<file path="src/rtl/fwd_sr_pwm_pkg.sv">
// Shared types for the forward-converter gate timing generator.
package fwd_sr_pwm_pkg;

    // Rectifier operating mode; the encoding is the value on mode_sel.
    typedef enum logic [1:0] {
        FSR_HOLD   = 2'd0,
        FSR_CCM    = 2'd1,
        FSR_DCM    = 2'd2,
        FSR_HOLD_B = 2'd3
    } fsr_mode_t;

endpackage

</file>
<file path="src/rtl/fwd_sr_pwm_frame.sv">
// Period frame: free-running position counter, end-of-period strobe,
// shadow copies of the settings loaded at the period boundary, and an
// "armed" flag that keeps the gates quiet for the first period after reset.
// Assumes the settings are stable during the last clock of a period.
module fwd_sr_pwm_frame
    import fwd_sr_pwm_pkg::*;
#(
    parameter int PERIOD_CYC = 571,
    parameter int W          = $clog2(PERIOD_CYC + 1)
) (
    input  logic         clk,
    input  logic         rst_n,
    input  logic [1:0]   mode_in,
    input  logic [W-1:0] lead_in,
    input  logic [W-1:0] dead_in,
    input  logic [W-1:0] aux_in,
    output logic [W-1:0] pos_o,
    output logic         wrap_o,
    output fsr_mode_t    mode_o,
    output logic [W-1:0] lead_o,
    output logic [W-1:0] dead_o,
    output logic [W-1:0] aux_o,
    output logic         armed_o
);

    localparam logic [W-1:0] LAST_POS = W'(PERIOD_CYC - 1);

    assign wrap_o = (pos_o == LAST_POS);

    // Position counter: counts 0..PERIOD_CYC-1 and wraps.
    always_ff @(posedge clk) begin
        if (!rst_n)      pos_o <= '0;
        else if (wrap_o) pos_o <= '0;
        else             pos_o <= pos_o + 1'b1;
    end

    // Shadow registers: settings take effect only at a period boundary.
    always_ff @(posedge clk) begin
        if (!rst_n) begin
            mode_o <= FSR_HOLD;
            lead_o <= '0;
            dead_o <= '0;
            aux_o  <= '0;
        end else if (wrap_o) begin
            mode_o <= fsr_mode_t'(mode_in);
            lead_o <= lead_in;
            dead_o <= dead_in;
            aux_o  <= aux_in;
        end
    end

    // Arm flag: set at the first period boundary after reset.
    always_ff @(posedge clk) begin
        if (!rst_n)      armed_o <= 1'b0;
        else if (wrap_o) armed_o <= 1'b1;
    end


    period_len_chk: assert property (@(posedge clk) disable iff (!rst_n)
        wrap_o |=> (pos_o == '0));

endmodule

</file>
<file path="src/rtl/fwd_sr_pwm_primary.sv">
// Primary on-time: opens the on-window at the lead position (DCM only),
// latches the current-sense trip, forces off at the maximum-duty position,
// and builds the complement pulse after the dead time.
// Assumes lead < maximum-duty position and cs_trip is synchronous.
module fwd_sr_pwm_primary
    import fwd_sr_pwm_pkg::*;
#(
    parameter int PERIOD_CYC   = 571,
    parameter int MAX_DUTY_PCT = 50,
    parameter int W            = $clog2(PERIOD_CYC + 1)
) (
    input  logic         clk,
    input  logic         rst_n,
    input  logic         cs_trip,
    input  logic [W-1:0] pos_i,
    input  logic         wrap_i,
    input  fsr_mode_t    mode_i,
    input  logic [W-1:0] lead_i,
    input  logic [W-1:0] dead_i,
    output logic         pri_on_o,
    output logic         done_o,
    output logic         comp_o
);

    localparam logic [W-1:0] MAX_ON = W'((PERIOD_CYC * MAX_DUTY_PCT) / 100);

    logic [W-1:0] lead_eff;
    logic         trip_q;
    logic [W-1:0] gap_q;

    // Effective lead: only DCM delays the primary behind the forward rectifier.
    assign lead_eff = (mode_i == FSR_DCM) ? lead_i : '0;
    assign pri_on_o = (pos_i >= lead_eff) && (pos_i < MAX_ON) && !trip_q;
    assign done_o   = trip_q || (pos_i >= MAX_ON);
    assign comp_o   = done_o && (gap_q >= dead_i);

    // Trip latch: armed only while the primary conducts, cleared each period.
    always_ff @(posedge clk) begin
        if (!rst_n || wrap_i)        trip_q <= 1'b0;
        else if (cs_trip && pri_on_o) trip_q <= 1'b1;
    end

    // Dead-time counter: clocks elapsed since the primary went off.
    always_ff @(posedge clk) begin
        if (!rst_n || wrap_i)        gap_q <= '0;
        else if (done_o && gap_q != '1) gap_q <= gap_q + 1'b1;
    end


    trip_hold_chk: assert property (@(posedge clk) disable iff (!rst_n)
        (trip_q && !wrap_i) |=> !pri_on_o);

endmodule

</file>
<file path="src/rtl/fwd_sr_pwm_gates.sv">
// Gate output stage: maps primary state and auxiliary window onto the three
// gates according to the mode, and registers them so the pins never glitch.
// Assumes all inputs come from registers of the same clock domain.
module fwd_sr_pwm_gates
    import fwd_sr_pwm_pkg::*;
#(
    parameter int W = 10
) (
    input  logic         clk,
    input  logic         rst_n,
    input  logic         armed_i,
    input  fsr_mode_t    mode_i,
    input  logic [W-1:0] pos_i,
    input  logic [W-1:0] aux_i,
    input  logic         pri_on_i,
    input  logic         done_i,
    input  logic         comp_i,
    output logic         pri_q,
    output logic         fwd_q,
    output logic         fw_q
);

    logic fwd_n;
    logic fw_n;

    // Rectifier decode per mode.
    always_comb begin
        unique case (mode_i)
            FSR_DCM: begin
                fwd_n = !done_i;
                fw_n  = comp_i && (pos_i < aux_i);
            end
            FSR_CCM: begin
                fwd_n = pri_on_i;
                fw_n  = comp_i;
            end
            default: begin
                fwd_n = 1'b0;
                fw_n  = 1'b0;
            end
        endcase
    end

    // Output registers, quiet until the frame is armed.
    always_ff @(posedge clk) begin
        if (!rst_n || !armed_i) begin
            pri_q <= 1'b0;
            fwd_q <= 1'b0;
            fw_q  <= 1'b0;
        end else begin
            pri_q <= pri_on_i;
            fwd_q <= fwd_n;
            fw_q  <= fw_n;
        end
    end


    no_overlap_chk: assert property (@(posedge clk) disable iff (!rst_n)
        !(pri_q && fw_q));


    dcm_fwd_fall_chk: assert property (@(posedge clk) disable iff (!rst_n)
        (($past(mode_i) == FSR_DCM) && $fell(pri_q)) |-> $fell(fwd_q));


    ccm_follow_chk: assert property (@(posedge clk) disable iff (!rst_n)
        ($past(mode_i) == FSR_CCM) |-> (fwd_q == pri_q));


    hold_off_chk: assert property (@(posedge clk) disable iff (!rst_n)
        (($past(mode_i) == FSR_HOLD) || ($past(mode_i) == FSR_HOLD_B))
            |-> (!fwd_q && !fw_q));

endmodule

</file>
<file path="src/rtl/fwd_sr_pwm.sv">
// Top: fixed-frequency gate timing for a synchronous-rectified forward
// converter. Assumes cs_trip is synchronised and lead_cyc < max-duty position.
module fwd_sr_pwm
    import fwd_sr_pwm_pkg::*;
#(
    parameter int PERIOD_CYC   = 571,
    parameter int MAX_DUTY_PCT = 50,
    parameter int W            = $clog2(PERIOD_CYC + 1)
) (
    input  logic         clk,
    input  logic         rst_n,
    input  logic         cs_trip,
    input  logic [1:0]   mode_sel,
    input  logic [W-1:0] lead_cyc,
    input  logic [W-1:0] dead_cyc,
    input  logic [W-1:0] aux_cyc,
    output logic         pri_gate,
    output logic         fwd_gate,
    output logic         fw_gate
);

    logic [W-1:0] pos;
    logic         wrap;
    fsr_mode_t    mode_s;
    logic [W-1:0] lead_s;
    logic [W-1:0] dead_s;
    logic [W-1:0] aux_s;
    logic         armed;
    logic         pri_on;
    logic         done;
    logic         comp;

    fwd_sr_pwm_frame #(.PERIOD_CYC(PERIOD_CYC), .W(W)) u_frame (
        .clk(clk), .rst_n(rst_n),
        .mode_in(mode_sel), .lead_in(lead_cyc), .dead_in(dead_cyc), .aux_in(aux_cyc),
        .pos_o(pos), .wrap_o(wrap),
        .mode_o(mode_s), .lead_o(lead_s), .dead_o(dead_s), .aux_o(aux_s),
        .armed_o(armed)
    );

    fwd_sr_pwm_primary #(.PERIOD_CYC(PERIOD_CYC), .MAX_DUTY_PCT(MAX_DUTY_PCT), .W(W)) u_primary (
        .clk(clk), .rst_n(rst_n), .cs_trip(cs_trip),
        .pos_i(pos), .wrap_i(wrap), .mode_i(mode_s),
        .lead_i(lead_s), .dead_i(dead_s),
        .pri_on_o(pri_on), .done_o(done), .comp_o(comp)
    );

    fwd_sr_pwm_gates #(.W(W)) u_gates (
        .clk(clk), .rst_n(rst_n), .armed_i(armed), .mode_i(mode_s),
        .pos_i(pos), .aux_i(aux_s),
        .pri_on_i(pri_on), .done_i(done), .comp_i(comp),
        .pri_q(pri_gate), .fwd_q(fwd_gate), .fw_q(fw_gate)
    );

endmodule

</file>
<file path="config.mk">
export PLATFORM = sky130hd
export DESIGN_NAME = fwd_sr_pwm
export DESIGN_NICKNAME = d
export VERILOG_FILES = /design/src/rtl/fwd_sr_pwm_pkg.sv /design/src/rtl/fwd_sr_pwm_frame.sv /design/src/rtl/fwd_sr_pwm_primary.sv /design/src/rtl/fwd_sr_pwm_gates.sv /design/src/rtl/fwd_sr_pwm.sv
export SDC_FILE = /design/constraint.sdc
export NUM_CORES = 1
export LEC_CHECK = 0
export BUFFER_PORTS_ARGS = -buffer_cell sky130_fd_sc_hd__clkbuf_2
export CORE_MARGIN = 10
export CORE_UTILIZATION = 62
export DETAILED_ROUTE_END_ITERATION = 8
export MAX_ROUTING_LAYER = met4
export PLACE_DENSITY = 0.84
export SLEW_MARGIN = 40
export SYNTH_ARGS = -nofsm -noshare
export SYNTH_HDL_FRONTEND = slang
export SYNTH_SLANG_ARGS = --single-unit
</file>
<file path="constraint.sdc">
create_clock -name clk -period 5 [get_ports clk]
set_input_delay 0.25 -clock clk [delete_from_list [all_inputs] [get_ports clk]]
set_output_delay 0.25 -clock clk [all_outputs]
set_load 0.005 [all_outputs]
</file>
==> metrics.md <==
| Metric | Value |
|---|---|
| Crit-path slowest cell | `or4_1` |
| Core ar. | `roughly 4800 um^2` |
| Cell area after synthesis | `3130 um^2` |
| Layout cells sized above 1 | `0.144` |
| Finished Cell Area | `3520 um^2` |
| CTS resizes | `0` |
| Hold-fix buffers, CTS | `0` |
| Predominant post-synthesis flop cell | `dfxtp_1` |
| Number of synthesized flops with an enable pin | `0` |
| Detailed-route via count | `about 2,600` |
| Post-Syn Nets | `448` |
| Status | `finished, final reports clean` |
| Placement-stage cell area | `3340 um^2` |
| Yosys reg bits | `57` |
| Async SR Flop Fraction | `0` |
| Std cell rows | `25` |
| Cell family with most CP delay | `simple AND/OR/NAND/NOR gates` |
| # nets final | `484` |
| Per-cell routed wire length | `14.0 um` |
| Startpoint type of the worst setup path | `register` |
| Num Clock Sinks | `57` |
| Critical path's largest stage delay | `0.60 ns` |
| Initial antenna violation count | `0` |
| Post-CTS setup buffers | `0` |
| Placer Congestion | `0.956` |
| Setup TNS | `0 ns` |
| Slew margin rel. | `0.529` |
| Seq/Total Area, Yosys | `0.364` |
| VDD IR max | `0.206 mV` |
| Arrival @ worst endpoint | `2.59 ns` |
| H-tree levels | `3` |
| Pre-antenna DRT Iters | `4` |
| Die area | `8300 um^2` |
| Chip height | `91.1 um` |
| Cts bufs inserted | `9` |
| Crit end category | `register` |
| ANT nets after route | `0` |
| Final Skew | `0.00526 ns` |
| # setup viols final | `0` |
| First-pass GRT wire length | `11,900 um` |
| Area Growth Syn to Fin | `12.2%` |
| Largest net degree at the start of global routing | `38` |
| CP max FO | `31` |
| Period utilization | `0.475` |
| Detailed-placement wirelength estimate | `slightly above 5000 um` |
| DRC | `0` |
| Inst Count DP | `469` |
| Pwr Density | `260 nW/um^2` |
| Static Leakage | `1.36 nW` |
| Hold slack | `0.132 ns` |
| Core Util, Final | `0.730` |
| Commonest non-fill, non-tap cell in the layout | `nand2_1` |
| Slew @ Worst Pin | `0.700 ns` |
| Post-route non-filler standard cell count | `485` |
| Hold Fails Final Rpt | `0` |
| Die width | `between 90 and 100 um` |
| RSZ-0062 raised after global routing | `false` |
| Crit path required time | `5.21 ns` |
| DRT iter0 DRCs | `100` |
| GRT Util Overall | `0.178` |
| Clock slew seen by the registers of the worst setup and hold paths | `roughly 0.06 ns` |
| CP Buf/Inv Count | `1` |
| Cells along the critical path | `or4b_4 -> or4_1 -> buf_4 -> and2_4 -> nand2_1 -> o21ai_1` |
| Final WL | `6800 um` |
| WS Path Type | `register to register` |
| Inserted Diodes | `0` |
| IO Port Bufs | `37` |
| # IOs | `38` |
| Synth Area per Inst | `8.31 um^2` |
| Minimum clock period | `2.38 ns` |
| Synth Instances | `377` |
| TritonCTS clock tree | `built` |
| Starting density of the core | `0.651` |
| Vias in the first global route | `2,594` |
| Most frequent cells in the layout | `nand2_1, dfxtp_1, clkbuf_2, ha_1, inv_1` |
| CTS root buffer | `clkbuf_8` |
| Vias per cell | `5.41` |
| Yosys Warn Count | `0` |
| Fin. max-slew vios | `0` |
| Clk_lat worst skew | `0.33 ns` |
| GR Overflow Total | `0` |
| Synth cell types | `45` |
| Clk buf depth | `2` |
| Fmax | `421 MHz` |
| Hold Crit Class | `primary input to register` |
| MaxCap Viol Count | `0` |
[where the power goes]
part           switching, mW  internal, mW
sequential           0.00946         0.460
clock                  0.174         0.204
combinational         0.0351        0.0324
total                  0.219         0.697
[routing by layer]
metal	track usage	vias to the layer above	part of all wire
met5	-	-	0
met4	0.0901	0	0.024
met3	0.0453	15	0.049
met2	0.295	60	0.49
met1	0.195	1192	0.44
li1	-	1356	-
[synth_stat cells, types with 2 or more instances]
cell type / instances / area share
buf_6: 2 / 0.0072
nand4_1: 7 / 0.014
a211oi_1: 4 / 0.0096
a31oi_1: 2 / 0.0040
nor3_1: 6 / 0.0096
xor2_1: 4 / 0.011
ha_1: 36 / 0.14
a21boi_1: 20 / 0.048
and2_1: 2 / 0.0040
a21oi_1: 6 / 0.0096
o21a_1: 2 / 0.0048
nor2_1: 19 / 0.023
or4_1: 2 / 0.0048
a2111oi_0: 2 / 0.0056
buf_2: 4 / 0.0064
dfxtp_1: 57 / 0.36
inv_1: 25 / 0.030
and3_1: 7 / 0.014
o21ai_0: 14 / 0.022
a21o_1: 2 / 0.0048
nand2_1: 87 / 0.10
xnor2_1: 9 / 0.025
a21boi_0: 12 / 0.029
o21ai_1: 2 / 0.0032
or3_1: 4 / 0.0080
nand2b_1: 6 / 0.012
nand3_1: 10 / 0.016
clkbuf_1: 7 / 0.0084
[worst paths after layout]
check	cells past startpoint	slack, ns	start	endpoint
worst max register to register	6	2.62	u_frame.pos_o[5]	u_primary.trip_q
worst max-delay path	6	2.62	u_frame.pos_o[5]	u_primary.trip_q
worst min register to register	2	0.45	u_frame.aux_o[2]	u_frame.aux_o[2]
worst min-delay path	3	0.13	aux_cyc[5]	u_frame.aux_o[5]
[worst register-to-register path, delay by kind of cell, from the launching register on]
kind | cells | cell delay (ns)
buffers and inverters | 1 | 0.29
flip-flops | 1 | 0.47
AO/OA/AOI/OAI | 1 | 0.06
AND/OR/NAND/NOR | 4 | 1.42
[sequential cells by signal, summed over array words and instances, names as in the netlist]
| name | cells |
|---|---|
| u_frame.mode_o | 2 |
| u_frame.pos_o | 10 |
| u_primary.trip_q | 1 |
| u_gates.fw_q | 1 |
| u_frame.dead_o | 10 |
| u_gates.fwd_q | 1 |
| u_frame.lead_o | 10 |
| u_frame.armed_o | 1 |
| u_gates.pri_q | 1 |
| u_primary.gap_q | 10 |
| u_frame.aux_o | 10 |
[cells by family after synthesis]
group | synth area share
AOI/OAI and AO/OA | 0.162
xor gates and xnor gates | 0.0363
adders and majority gates | 0.144
buffers and inverters | 0.0543
DFF | 0.364
and+or+nand+nor | 0.239
[metrics by stage]
stage | worst slack (ns) | power [mW]
final | 2.62 | 0.916
after global routing | 2.51 | 0.956
after CTS | 2.63 | 0.924
after detailed placement | 2.65 | 0.546
after global placement | 2.70 | 0.544
after floorplan | 2.98 | 0.521
[area by class of cell]
| type | count | area, um^2 |
|---|---|---|
| clock buffers | 13 | 159 |
| multi-input cells | 281 | 1820 |
| well taps | 67 | 83.8 |
| fillers | 421 | 1300 |
| clock inverters | 3 | 15.0 |
| inverters | 25 | 93.8 |
| flip-flops and latches | 57 | 1140 |
| repair buffers | 39 | 200 |
Power figures use the tool's default switching activity.
